## config.mk

```make
export PLATFORM = sky130hd
export DESIGN_NAME = sata_port_ctl_regs
export DESIGN_NICKNAME = d
export VERILOG_FILES = /design/src/rtl/sata_pcr_pkg.sv /design/src/rtl/base_window_check.sv /design/src/rtl/w1c_flags.sv /design/src/rtl/engine_handshake.sv /design/src/rtl/sata_port_ctl_regs.sv
export SDC_FILE = /design/constraint.sdc
export NUM_CORES = 1
export LEC_CHECK = 0
export BUFFER_PORTS_ARGS = -buffer_cell sky130_fd_sc_hd__buf_4
export CORE_UTILIZATION = 45
export DETAILED_ROUTE_END_ITERATION = 8
export PLACE_DENSITY_LB_ADDON = 0.12
export SLEW_MARGIN = 20
export SYNTH_ARGS = -nofsm -noshare
export SYNTH_HDL_FRONTEND = slang
export SYNTH_SLANG_ARGS = --single-unit
export TNS_END_PERCENT = 1
```

## constraint.sdc

```tcl
create_clock -name clk -period 3.5 [get_ports clk]
set_clock_uncertainty 0.1 [all_clocks]
set_input_delay 0.35 -clock clk [delete_from_list [all_inputs] [get_ports clk]]
set_output_delay 0.35 -clock clk [all_outputs]
set_load 0.005 [all_outputs]
```

## src/rtl/sata_pcr_pkg.sv

```systemverilog
// Package: shared offsets, bit positions and codes for the port register slice.
// Assumes a 32-bit register bus with word offsets.
package sata_pcr_pkg;

    localparam int DW     = 32;
    localparam int REG_AW = 3;

    // Register word offsets
    localparam logic [REG_AW-1:0] OFS_CLB_LO = 3'd0;
    localparam logic [REG_AW-1:0] OFS_CLB_HI = 3'd1;
    localparam logic [REG_AW-1:0] OFS_RFB_LO = 3'd2;
    localparam logic [REG_AW-1:0] OFS_RFB_HI = 3'd3;
    localparam logic [REG_AW-1:0] OFS_ISTAT  = 3'd4;
    localparam logic [REG_AW-1:0] OFS_CMD    = 3'd5;
    localparam logic [REG_AW-1:0] OFS_ERR    = 3'd6;

    // Number of base-address words held
    localparam int NUM_BASE_WORDS = 4;

    // Command word bit positions
    localparam int CMD_START  = 0;
    localparam int CMD_RX_EN  = 4;
    localparam int CMD_RX_RUN = 14;
    localparam int CMD_CL_RUN = 15;
    localparam int CMD_PM_LSB = 28;
    localparam int PM_W       = 4;

    // Bits of the command word that software writes cannot change
    localparam logic [DW-1:0] CMD_KEEP_MASK = 32'h007d_ffe0;

    // Error word bit positions
    localparam int ERR_W      = 2;
    localparam int ERR_CL_BIT = 0;
    localparam int ERR_RX_BIT = 1;

    // Link power request codes
    typedef enum logic [1:0] {
        PM_NONE    = 2'd0,
        PM_PARTIAL = 2'd1,
        PM_SLUMBER = 2'd2
    } pm_req_e;

    localparam logic [PM_W-1:0] PM_FIELD_PARTIAL = 4'h2;
    localparam logic [PM_W-1:0] PM_FIELD_SLUMBER = 4'h6;

endpackage

```

## src/rtl/base_window_check.sv

```systemverilog
// Module: base_window_check
// Decides whether a 64-bit base, given as two 32-bit words, may be used
// for a region of 2**ALIGN_LOG2 bytes: it must be nonzero and aligned.
// Assumes ALIGN_LOG2 is between 1 and 31. Purely combinational.
module base_window_check #(
    parameter int ALIGN_LOG2 = 10
) (
    input  logic [31:0] base_lo,
    input  logic [31:0] base_hi,
    output logic        base_ok
);

    localparam int ALW = (ALIGN_LOG2 < 1) ? 1 : ALIGN_LOG2;

    logic nonzero;
    logic aligned;

    // Combine the zero test and the alignment test
    always_comb begin
        nonzero = (base_lo != 32'd0) || (base_hi != 32'd0);
        aligned = (base_lo[ALW-1:0] == '0);
        base_ok = nonzero && aligned;
    end

endmodule

```

## src/rtl/w1c_flags.sv

```systemverilog
// Module: w1c_flags
// A bank of sticky flags: set by hardware, cleared by software writing 1.
// A set and a clear on the same bit in the same cycle leave the bit set.
// Assumes synchronous active-low reset.
module w1c_flags #(
    parameter int W = 32
) (
    input  logic         clk,
    input  logic         rst_n,
    input  logic [W-1:0] set_i,
    input  logic         clr_we,
    input  logic [W-1:0] clr_mask,
    output logic [W-1:0] flags_q
);

    logic [W-1:0] clr_eff;

    // Qualify the clear mask with its write strobe
    always_comb begin
        clr_eff = clr_we ? clr_mask : '0;
    end

    // Update the flags, with set taking priority over clear
    always_ff @(posedge clk) begin
        if (!rst_n) begin
            flags_q <= '0;
        end else begin
            flags_q <= (flags_q & ~clr_eff) | set_i;
        end
    end

endmodule

```

## src/rtl/engine_handshake.sv

```systemverilog
// Module: engine_handshake
// Works out the next running state of one port engine from the enable bit
// the command word would hold after a write. Starting succeeds only on a
// usable base; a failed start keeps the old running state. Combinational;
// the caller qualifies the outputs with its write strobe.
module engine_handshake (
    input  logic en_next,
    input  logic run_old,
    input  logic base_ok,
    output logic run_next,
    output logic go,
    output logic fail,
    output logic stop
);

    // Decide start, refusal or stop for this engine
    always_comb begin
        run_next = run_old;
        go       = 1'b0;
        fail     = 1'b0;
        stop     = 1'b0;
        if (en_next) begin
            if (base_ok) begin
                run_next = 1'b1;
                go       = 1'b1;
            end else begin
                fail     = 1'b1;
            end
        end else if (run_old) begin
            run_next = 1'b0;
            stop     = 1'b1;
        end
    end

endmodule

```

## src/rtl/sata_port_ctl_regs.sv

```systemverilog
// Module: sata_port_ctl_regs
// Register slice of one SATA port: two 64-bit base addresses, an interrupt
// status word, a sticky error word and the command word with its engine
// start handshakes. Reads are combinational from addr. Writes take effect at
// the clock edge where wr_en is high. Assumes synchronous active-low reset.
module sata_port_ctl_regs
    import sata_pcr_pkg::*;
#(
    parameter int CL_ALIGN_LOG2 = 10,
    parameter int RX_ALIGN_LOG2 = 8
) (
    input  logic              clk,
    input  logic              rst_n,
    input  logic              wr_en,
    input  logic [REG_AW-1:0] addr,
    input  logic [DW-1:0]     wdata,
    output logic [DW-1:0]     rdata,
    input  logic [DW-1:0]     irq_evt,
    output logic              clist_run,
    output logic              fis_run,
    output logic              clist_restart,
    output logic              clist_release,
    output logic [1:0]        pm_req
);

    localparam int NUM_ENG = 2;
    localparam int ENG_CL  = 0;
    localparam int ENG_RX  = 1;

    logic [DW-1:0] base_q [NUM_BASE_WORDS];
    logic [DW-1:0] cmd_q;
    logic [DW-1:0] cmd_merged;
    logic [DW-1:0] cmd_next;
    logic [DW-1:0] istat_q;
    logic [ERR_W-1:0] err_q;
    logic [ERR_W-1:0] err_set;
    logic          wr_cmd;
    logic          wr_istat;
    logic          wr_err;
    logic          restart_q;
    logic          release_q;

    logic [NUM_ENG-1:0] eng_en;
    logic [NUM_ENG-1:0] eng_run_old;
    logic [NUM_ENG-1:0] eng_ok;
    logic [NUM_ENG-1:0] eng_run_next;
    logic [NUM_ENG-1:0] eng_go;
    logic [NUM_ENG-1:0] eng_fail;
    logic [NUM_ENG-1:0] eng_stop;

    // Decode write strobes per register
    always_comb begin
        wr_cmd   = wr_en && (addr == OFS_CMD);
        wr_istat = wr_en && (addr == OFS_ISTAT);
        wr_err   = wr_en && (addr == OFS_ERR);
    end

    // Store the base-address words; no checking on write
    for (genvar g = 0; g < NUM_BASE_WORDS; g++) begin : g_base
        always_ff @(posedge clk) begin
            if (!rst_n) begin
                base_q[g] <= '0;
            end else if (wr_en && (addr == REG_AW'(g))) begin
                base_q[g] <= wdata;
            end
        end
    end

    // Check both bases against their region sizes
    base_window_check #(.ALIGN_LOG2(CL_ALIGN_LOG2)) u_cl_chk (
        .base_lo (base_q[OFS_CLB_LO]),
        .base_hi (base_q[OFS_CLB_HI]),
        .base_ok (eng_ok[ENG_CL])
    );

    base_window_check #(.ALIGN_LOG2(RX_ALIGN_LOG2)) u_rx_chk (
        .base_lo (base_q[OFS_RFB_LO]),
        .base_hi (base_q[OFS_RFB_HI]),
        .base_ok (eng_ok[ENG_RX])
    );

    // Merge the write into the command word under the keep mask
    always_comb begin
        cmd_merged = (cmd_q & CMD_KEEP_MASK) | (wdata & ~CMD_KEEP_MASK);
        eng_en[ENG_CL]      = cmd_merged[CMD_START];
        eng_en[ENG_RX]      = cmd_merged[CMD_RX_EN];
        eng_run_old[ENG_CL] = cmd_q[CMD_CL_RUN];
        eng_run_old[ENG_RX] = cmd_q[CMD_RX_RUN];
    end

    // One handshake per engine
    for (genvar e = 0; e < NUM_ENG; e++) begin : g_eng
        engine_handshake u_hs (
            .en_next  (eng_en[e]),
            .run_old  (eng_run_old[e]),
            .base_ok  (eng_ok[e]),
            .run_next (eng_run_next[e]),
            .go       (eng_go[e]),
            .fail     (eng_fail[e]),
            .stop     (eng_stop[e])
        );
    end

    // Form the next command word with the engine-owned running bits
    always_comb begin
        cmd_next             = cmd_merged;
        cmd_next[CMD_CL_RUN] = eng_run_next[ENG_CL];
        cmd_next[CMD_RX_RUN] = eng_run_next[ENG_RX];
    end

    // Hold the command word
    always_ff @(posedge clk) begin
        if (!rst_n) begin
            cmd_q <= '0;
        end else if (wr_cmd) begin
            cmd_q <= cmd_next;
        end
    end

    // Register the one-cycle restart and release pulses
    always_ff @(posedge clk) begin
        if (!rst_n) begin
            restart_q <= 1'b0;
            release_q <= 1'b0;
        end else begin
            restart_q <= wr_cmd && eng_go[ENG_CL];
            release_q <= wr_cmd && eng_stop[ENG_CL];
        end
    end

    // Route refused starts into the error flag bits
    always_comb begin
        err_set             = '0;
        err_set[ERR_CL_BIT] = wr_cmd && eng_fail[ENG_CL];
        err_set[ERR_RX_BIT] = wr_cmd && eng_fail[ENG_RX];
    end

    w1c_flags #(.W(DW)) u_istat (
        .clk      (clk),
        .rst_n    (rst_n),
        .set_i    (irq_evt),
        .clr_we   (wr_istat),
        .clr_mask (wdata),
        .flags_q  (istat_q)
    );

    w1c_flags #(.W(ERR_W)) u_err (
        .clk      (clk),
        .rst_n    (rst_n),
        .set_i    (err_set),
        .clr_we   (wr_err),
        .clr_mask (wdata[ERR_W-1:0]),
        .flags_q  (err_q)
    );

    // Select read data by offset
    always_comb begin
        rdata = '0;
        case (addr)
            OFS_CLB_LO: rdata = base_q[OFS_CLB_LO];
            OFS_CLB_HI: rdata = base_q[OFS_CLB_HI];
            OFS_RFB_LO: rdata = base_q[OFS_RFB_LO];
            OFS_RFB_HI: rdata = base_q[OFS_RFB_HI];
            OFS_ISTAT:  rdata = istat_q;
            OFS_CMD:    rdata = cmd_q;
            OFS_ERR:    rdata = {{(DW-ERR_W){1'b0}}, err_q};
            default:    rdata = '0;
        endcase
    end

    // Decode the link power request field
    always_comb begin
        case (cmd_q[CMD_PM_LSB +: PM_W])
            PM_FIELD_PARTIAL: pm_req = PM_PARTIAL;
            PM_FIELD_SLUMBER: pm_req = PM_SLUMBER;
            default:          pm_req = PM_NONE;
        endcase
    end

    // Drive the status outputs
    always_comb begin
        clist_run     = cmd_q[CMD_CL_RUN];
        fis_run       = cmd_q[CMD_RX_RUN];
        clist_restart = restart_q;
        clist_release = release_q;
    end

endmodule

```

# [After elaboration in Yosys (flattened, before gate mapping)]
# Memories as Yosys holds them, arrays and structs flattened.
# Cells that the tools add are included.
[op_classes] mux=33 n_bitwise=11 eq_ne=10 reduce_logical=24
[ops] cell="$pmux 32 s7" n=1
[ops] cell="$mux 32" n=5
[ops] cell="$reduce_bool 32->1" n=4
[ops] cell="$and 32x32->32" n=1
[ops] cell="$not 32->32" n=1
[ops] cell="$or 23x32->32" n=1
[ops] cell="$or 32x32->32" n=1
[ops] cell="$mux 1" n=25
[ops] cell="$logic_and 1x1->1" n=13
[ops] cell="$logic_not 10->1" n=1
[ops] cell="$eq 3x3->1 const B" n=3
[ops] cell="$logic_not 8->1" n=1
[ops] cell="$eq 3x2->1 const B" n=2
[ops] cell="$eq 4x2->1 const B" n=1
[ops] cell="$eq 4x3->1 const B" n=1
[ops] cell="$ne 2x1->1 const B" n=2
[ops] cell="$or 1x1->1" n=4
[ops] cell="$pmux 2 s2" n=1
[ops] cell="$reduce_and 2->1" n=2
[ops] cell="$eq 3x1->1 const B" n=1
[ops] cell="$logic_not 3->1" n=1
[ops] cell="$and 2x2->2" n=1
[ops] cell="$logic_or 1x1->1" n=2
[ops] cell="$mux 2" n=1
[ops] cell="other kinds (2)" n=2
[word_totals] memories=1 output_inout_bits=38 ramBits=128 inputBits=70 reg_bits=68
[mem_list] memory="base_q" depth=4 width=32 rd=4 rd_ports_with_merged_regs=0 wr=4 line_no="sata_port_ctl_regs.sv:30" rtl="logic [DW-1:0] base_q [NUM_BASE_WORDS];"

# [Logic depth before layout (Yosys ltp)]
# Gate-level depths: netlist (run 1).
[logic_depth] word_depth=7 depth_mapped=7 mapped_depth_nobuf=4

# [Hierarchy]
# A second synthesis (run 1) with hierarchy kept.
[unflattened] hier_cells=792 area_unflattened_um2=8760.9
[modules_own_cells] mod="sata_port_ctl_regs" area_per_inst_um2=7198.2 cells_each=596 n_inst=1 seq_area_each_um2=4224.1
[modules_own_cells] mod="w1c_flags (u_istat)" area_per_inst_um2=1151.1 cells_each=134 n_inst=1 seq_area_each_um2=640.6
[modules_own_cells] mod="base_window_check (u_rx_chk)" area_per_inst_um2=145.1 cells_each=23 n_inst=1 seq_area_each_um2=0.0
[modules_own_cells] mod="base_window_check (u_cl_chk)" area_per_inst_um2=143.9 cells_each=23 n_inst=1 seq_area_each_um2=0.0
[modules_own_cells] mod="w1c_flags (u_err)" area_per_inst_um2=70.1 cells_each=8 n_inst=1 seq_area_each_um2=40.0
[modules_own_cells] mod="engine_handshake" area_per_inst_um2=26.3 cells_each=4 n_inst=2 seq_area_each_um2=0.0

# [Worst setup path before layout (run 1)]
# Ideal clock, no wire load.
[synth_path] path_kind="input to register" start="input addr[0]" end="memory base_q[2][0], enable pin" arrival_time_ns=1.946 cell_stages=7 t_required_ns=3.011 slack_ns=1.065 path_cell_list="buf_4 and2b_1 nor2b_1 buf_2 buf_2 nand2_1 nand2_1"
[synth_lines] item="from (decl)" line_no="sata_port_ctl_regs.sv:15" rtl="input logic [REG_AW-1:0] addr,"
[synth_lines] item="to (decl)" line_no="sata_port_ctl_regs.sv:30"

# [Final worst setup path (run 1)]
[layout_path] start="input addr[0]" end="output rdata[0]"
[layout_between] elab_chain_cells=2 elab_cells_between_ends=8
[layout_lines] item="$eq 3x3->1 (tied with other cells)" line_no="sata_port_ctl_regs.sv:159" rtl="case (addr)"
[layout_lines] item="$pmux 32 s7 (*)" line_no="sata_port_ctl_regs.sv:159"
[layout_lines] item="to (decl)" line_no="sata_port_ctl_regs.sv:17" rtl="output logic [DW-1:0] rdata,"
# Mark *: on every way between the ends. The rest lies on a longest branch, timed or not.

==> out/metrics.cfg, run 1 <==
[clock_network]
hold_buffers = 0
h-tree-depth = 4
clockRootBuffer = clkbuf_16
cts_tree = done
clock-sinks = 181
post_cts_resized = 0
postCtsSetupBuffers = 0
clk_latency_ns = 0.44
cts_buffers = 17
clk_pin_slew_ns = 0.07
cts_buffer_depth = 2

[worst_setup_path]
r2r.worst_path.cells = 4
crit_fanout = 26
critPathKind = input port to output port
critical_path_required_ns = 3.05
startpoint = addr[0]
critPathCaptureType = output port
worstPathArrival_ns = 2.25
rrSetupSlack_ns = 1.27
startpoint_type = input port
reg2reg_from = base_q[2][17]
worstReg2RegEnd = cmd_q[14]

[global_route]
grt_max_degree = 61
gr-usage-met1_pct = 36.1
overflow = 0
grt_pass1_vias = 5833
use_met3_pct = 6.96
top_usage_layer = met2
grtUsageMet2_pct = 41.0
grt_use_total_pct = 26.3
grt_pass1_wl_um = 35000
antenna_found_initial = 1

[timing]
timing.hold.ws_ns = 0.0151
grt_setup_unrepaired = no
fmax_ghz = 0.371
relSlewSlack_pct = 51.6
setup_viol = 0
period_minus_slack_ns = 2.70
worst_pin_slew_ns = 0.719
drv_slew = 0
fin_tns_setup_ns = 0
period_share_pct = 77.0
hold_violations = 0

[logic_synthesis]
ys_ff_latch = 181
synth.yosys.seq_area_share_pct = 59.8
synth_warnings = 0
syn_inst = 684
synth_area_um2 = 8210
synth-main-ff-cell = edfxtp_1
ys_async_sr_fraction_pct = 0
synth_cell_type_count = 45
synth_edf_count = 128
syn_nets = 754
synth.avg_cell_area_um2 = 12.0

[pwr]
vdd_drop_max_mv = 0.352
power_density_nw_per_um2 = 491
p_total_mw = 4.82
power.leakage_nw = 3.68

[routing]
drtIter0Drc = 716
drc_errors = 0
num_vias = 6088
drtAntennaViolNets = 0
via_per_inst = 5.92
dr.pass1.iters = 5
avgRoutedWirePerCell_um = 23.1
wl_um = 23800

[hold_path]
whs_path_depth = 2
holdCritStartpoint = irq_evt[23]
holdPathEnd = u_istat.flags_q[23]
hold_path.class = input port to flop

[layout]
synthToLayoutAreaGrowth_pct = 19.6
num-nets-final = 856
final_common_cell = and2_1
design_area_um2 = 9810
layout-drive-gt1-share_pct = 22.5
fill_cells = 1573
layout_common_cells = and2_1, edfxtp_1, buf_4
utilization_pct = 54.8

[place]
port_buffers = 107
place_area_um2 = 9240
hpwl_um = 16000
place_congestion = 0.855

[die]
core_um2 = 17900
dieArea_um2 = 18800
start_util_pct = 45.8
rows = 49
die_w_um = 137
ios = 108
die_h_um = 137

[run]
drv_cap = 0

[run_status]
status = complete, no violations

[cell type report]
class	count	area [µm²]	share of cell area, %
inverters	17	63.8	0.650
repair buffers	127	953	9.72
multi-input cells	442	3040	30.9
well taps	229	287	2.92
flip-flops and latches	181	4900	50.0
clock inverters	15	141	1.44
diodes	1	2.50	0.0255
clock buffers	17	425	4.34
[synth_stat cells (2+ instances only)]
cell,instances,area (µm²)
and2_1,129,807
edfxtp_1,128,3840
nand2_1,60,225
dfxtp_1,53,1060
a22oi_1,47,353
a21boi_0,40,300
nor4_1,33,206
o21a_1,32,240
o21ai_0,19,95.1
clkbuf_1,18,67.6
nand3_1,18,90.1
inv_1,17,63.8
mux4_2,15,338
buf_2,13,65.1
a21boi_1,7,52.6
buf_4,6,45.0
clkbuf_2,6,30.0
nand4_1,6,37.5
and3_1,4,25.0
nor2_1,3,11.3
nor2b_1,3,18.8
nor3b_1,2,15.0
o211a_1,2,20.0
o211ai_1,2,15.0
[worst max-delay path by stage]
stage / slack (ns) / to / depth (start not counted)
5_1_grt: 0.71 / rdata[0] / 7
3_3_place_gp: 0.85 / rdata[0] / 7
6_report: 0.80 / rdata[0] / 7
3_5_place_dp: 0.77 / base_q[2][5] / 5
2_1_floorplan: 1.06 / base_q[2][0] / 7
4_1_cts: 0.84 / rdata[0] / 7
[where the power goes]
group          switching [mW]  leakage (nW)  total (mW)  internal, mW
clock                   0.908         0.274        1.85         0.943
combinational           0.236          1.73       0.448         0.212
sequential             0.0942          1.68        2.52          2.43
total                    1.24          3.68        4.82          3.58
[state kept, by name, summed over array words and instances, names as in the netlist]
name	count
cmd_q	17
clist_release	1
clist_restart	1
u_err.flags_q	2
base_q	128
u_istat.flags_q	32
[cell families after synthesis]
logic type | count (synthesis) | synth area share, %
flops | 181 | 59.8
simple gates | 270 | 18.8
buf+inv | 61 | 3.35
mux | 17 | 4.37
compound gates | 155 | 13.7
[critical path, cell delays in order]
cell and delay, ns:
buf_4 0.39, and2b_1 0.27, nor2b_1 0.18, buf_4 0.24
a222oi_1 0.44, o21ai_0 0.18, buf_4 0.17
[per-layer routing]
| layer | vias to the layer above | wire length (µm) |
|---|---|---|
| met5 | - | 0 |
| met4 | 0 | 353 |
| met3 | 37 | 2570 |
| met2 | 333 | 10900 |
| met1 | 2994 | 9940 |
| li1 | 2724 | - |
[through the flow]
| stage | cells | setup WS, ns |
|---|---|---|
| finish | 1029 | 0.804 |
| global route | 1028 | 0.711 |
| CTS | 1028 | 0.842 |
| detailed placement | 996 | 0.773 |
| global placement | 996 | 0.850 |
| floorplan | 684 | 1.06 |
Power figures use the tool's default switching activity.
==> run 2, diff against run 1 <==
- clock period: 3.5 -> 2.5 ns (I/O delays scaled with it)
==> run 2 against run 1 <==
  * Global-route usage rose by 1.8 points
  * Power up 45%
  * Critical endpoint is now rdata[30]
  * Highest routed layer unchanged
  * Combinational power rose by 58%
  * Hold slack got worse by 0.0060 ns
==> out/metrics.cfg, run 2 (synthesis results as in run 1) <==
[routing]
num_vias = 6364
avgRoutedWirePerCell_um = 23.3
wl_met3_um = 2320
wl_met2_um = 11600
drtIter0Drc = 753
wl_um = 25300
drtAntennaViolNets = 0
drc_errors = 0
dr.pass1.iters = 5
wl_met1_um = 10800
dr.max_layer_used = met4
via_per_inst = 5.88

[layout]
num-nets-final = 910
final_common_cell = buf_4
top_regs = base_q (128), u_istat.flags_q (32), cmd_q (17)
fill_cells = 1527
largest_reg_flops = 128
multi_input_area_um2 = 3030
synthToLayoutAreaGrowth_pct = 26.5
antennaDiodeCount = 0
seq_area_um2 = 4900
top_register = base_q
layout_common_cells = buf_4, and2_1, edfxtp_1
finalNonFillerCells = 1082
design_area_um2 = 10400
layout-drive-gt1-share_pct = 22.5

[global_route]
grt_pass1_wl_um = 37400
overflow = 0
grt_use_total_pct = 28.1
grt_pass1_vias = 6261
grt_max_degree = 33
antenna_found_initial = 0

[die]
dieArea_um2 = 18800
die_h_um = 137
rows = 49
die_w_um = 137
core_um2 = 17900
start_util_pct = 45.8
ios = 108

[pwr]
power.leakage_nw = 3.95
vdd_drop_max_mv = 0.465
power_density_nw_per_um2 = 675

[clock_network]
cts_buffers = 17
postCtsSetupBuffers = 0
clk_latency_ns = 0.43
cts_tree = done
h-tree-depth = 4
clock-sinks = 181
clk_pin_slew_ns = 0.06
cts_buffer_depth = 2
clockRootBuffer = clkbuf_16

[timing]
worst_pin_slew_ns = 0.656
fmax_ghz = 0.460
period_minus_slack_ns = 2.17
drv_slew = 0
relSlewSlack_pct = 55.8
period_share_pct = 86.9
fin_tns_setup_ns = 0
grt_setup_unrepaired = no
hold_violations = 0
setup_viol = 0

[worst_setup_path]
crit_buf_inv = 4
critPathCaptureType = output port
path_cells = buf_4 > nor2b_1 > nor2b_1 > buf_4 > buf_4 > a22oi_1 > nand3_1 > buf_4
worstPathArrival_ns = 1.82
critical_path.top_delay_family = buffers and inverters
cpMostUsedCell = buf_4
critical_path_required_ns = 2.15
startpoint_type = input port
critPathKind = input port to output port
critical-path-slowest-cell = buf_4
crit_fanout = 17
max_stage_delay_ns = 0.26

[hold_path]
hold_path.class = input port to flop

[place]
place_area_um2 = 9420
place_congestion = 0.909
hpwl_um = 17100
place_inst = 1014
port_buffers = 107

[run]
drv_cap = 0

[run_status]
status = complete, no violations

==> run 2: report_power, final <==
part           switching (mW)  internal, mW  total, mW
Combinational           0.353         0.353      0.706
Clock                    1.11          1.66       2.77
Sequential              0.130          3.40       3.53
Total                    1.60          5.41       7.00
==> run 2: timing repair <==
| item | CTS | global route |
|---|---|---|
| hold endpoints to repair | 36 | 0 |
| setup endpoints to repair | 0 | 0 |
| resized for setup | 0 | 0 |
| hold buffers | 36 | 0 |
==> run 2: worst paths after layout <==
check	startpoint	endpoint	slack [ns]	depth (start not counted)
worst min register to register	cmd_q[27]	cmd_q[27]	0.36	2
worst max-delay path	addr[0]	rdata[30]	0.33	8
worst max register to register	base_q[2][17]	u_err.flags_q[1]	0.37	5
worst min-delay path	wdata[29]	cmd_q[29]	0.009	3
==> run 2: area by class of cell <==
cell class,count,share of cell area [%]
Sequential cell,181,47.3
Multi-Input combinational cell,442,29.2
Timing Repair Buffer,181,14.3
Clock buffer,24,4.65
Tap cell,229,2.76
Clock inverter,8,1.17
Inverter,17,0.615
==> run 2: per-layer routing <==
metal | GRT usage, % | up-vias
li1 | - | 2833
met1 | 39.9 | 3140
met2 | 42.7 | 349
met3 | 6.37 | 42
met4 | 8.42 | 0
met5 | 0 | -
==> run 2: per-stage QoR <==
step                      power (mW)  worst slack [ns]  hold slack, ns  utilization [%]
after floorplan                 3.84             0.165           0.226                -
after global placement          4.23             0.327           0.344             52.6
after detailed placement        4.24             0.239           0.353             52.6
after CTS                       7.01             0.350        0.000474             58.0
after global routing            7.21             0.273         0.00297             58.0
final                           7.00             0.327         0.00914             58.0
==> run 2: worst register-to-register path, delay by kind of cell, from the launching register on <==
kind | cells | cell delay (ns)
simple gates | 3 | 1.16
flops | 1 | 0.49
buf+inv | 1 | 0.19
compound gates | 1 | 0.14
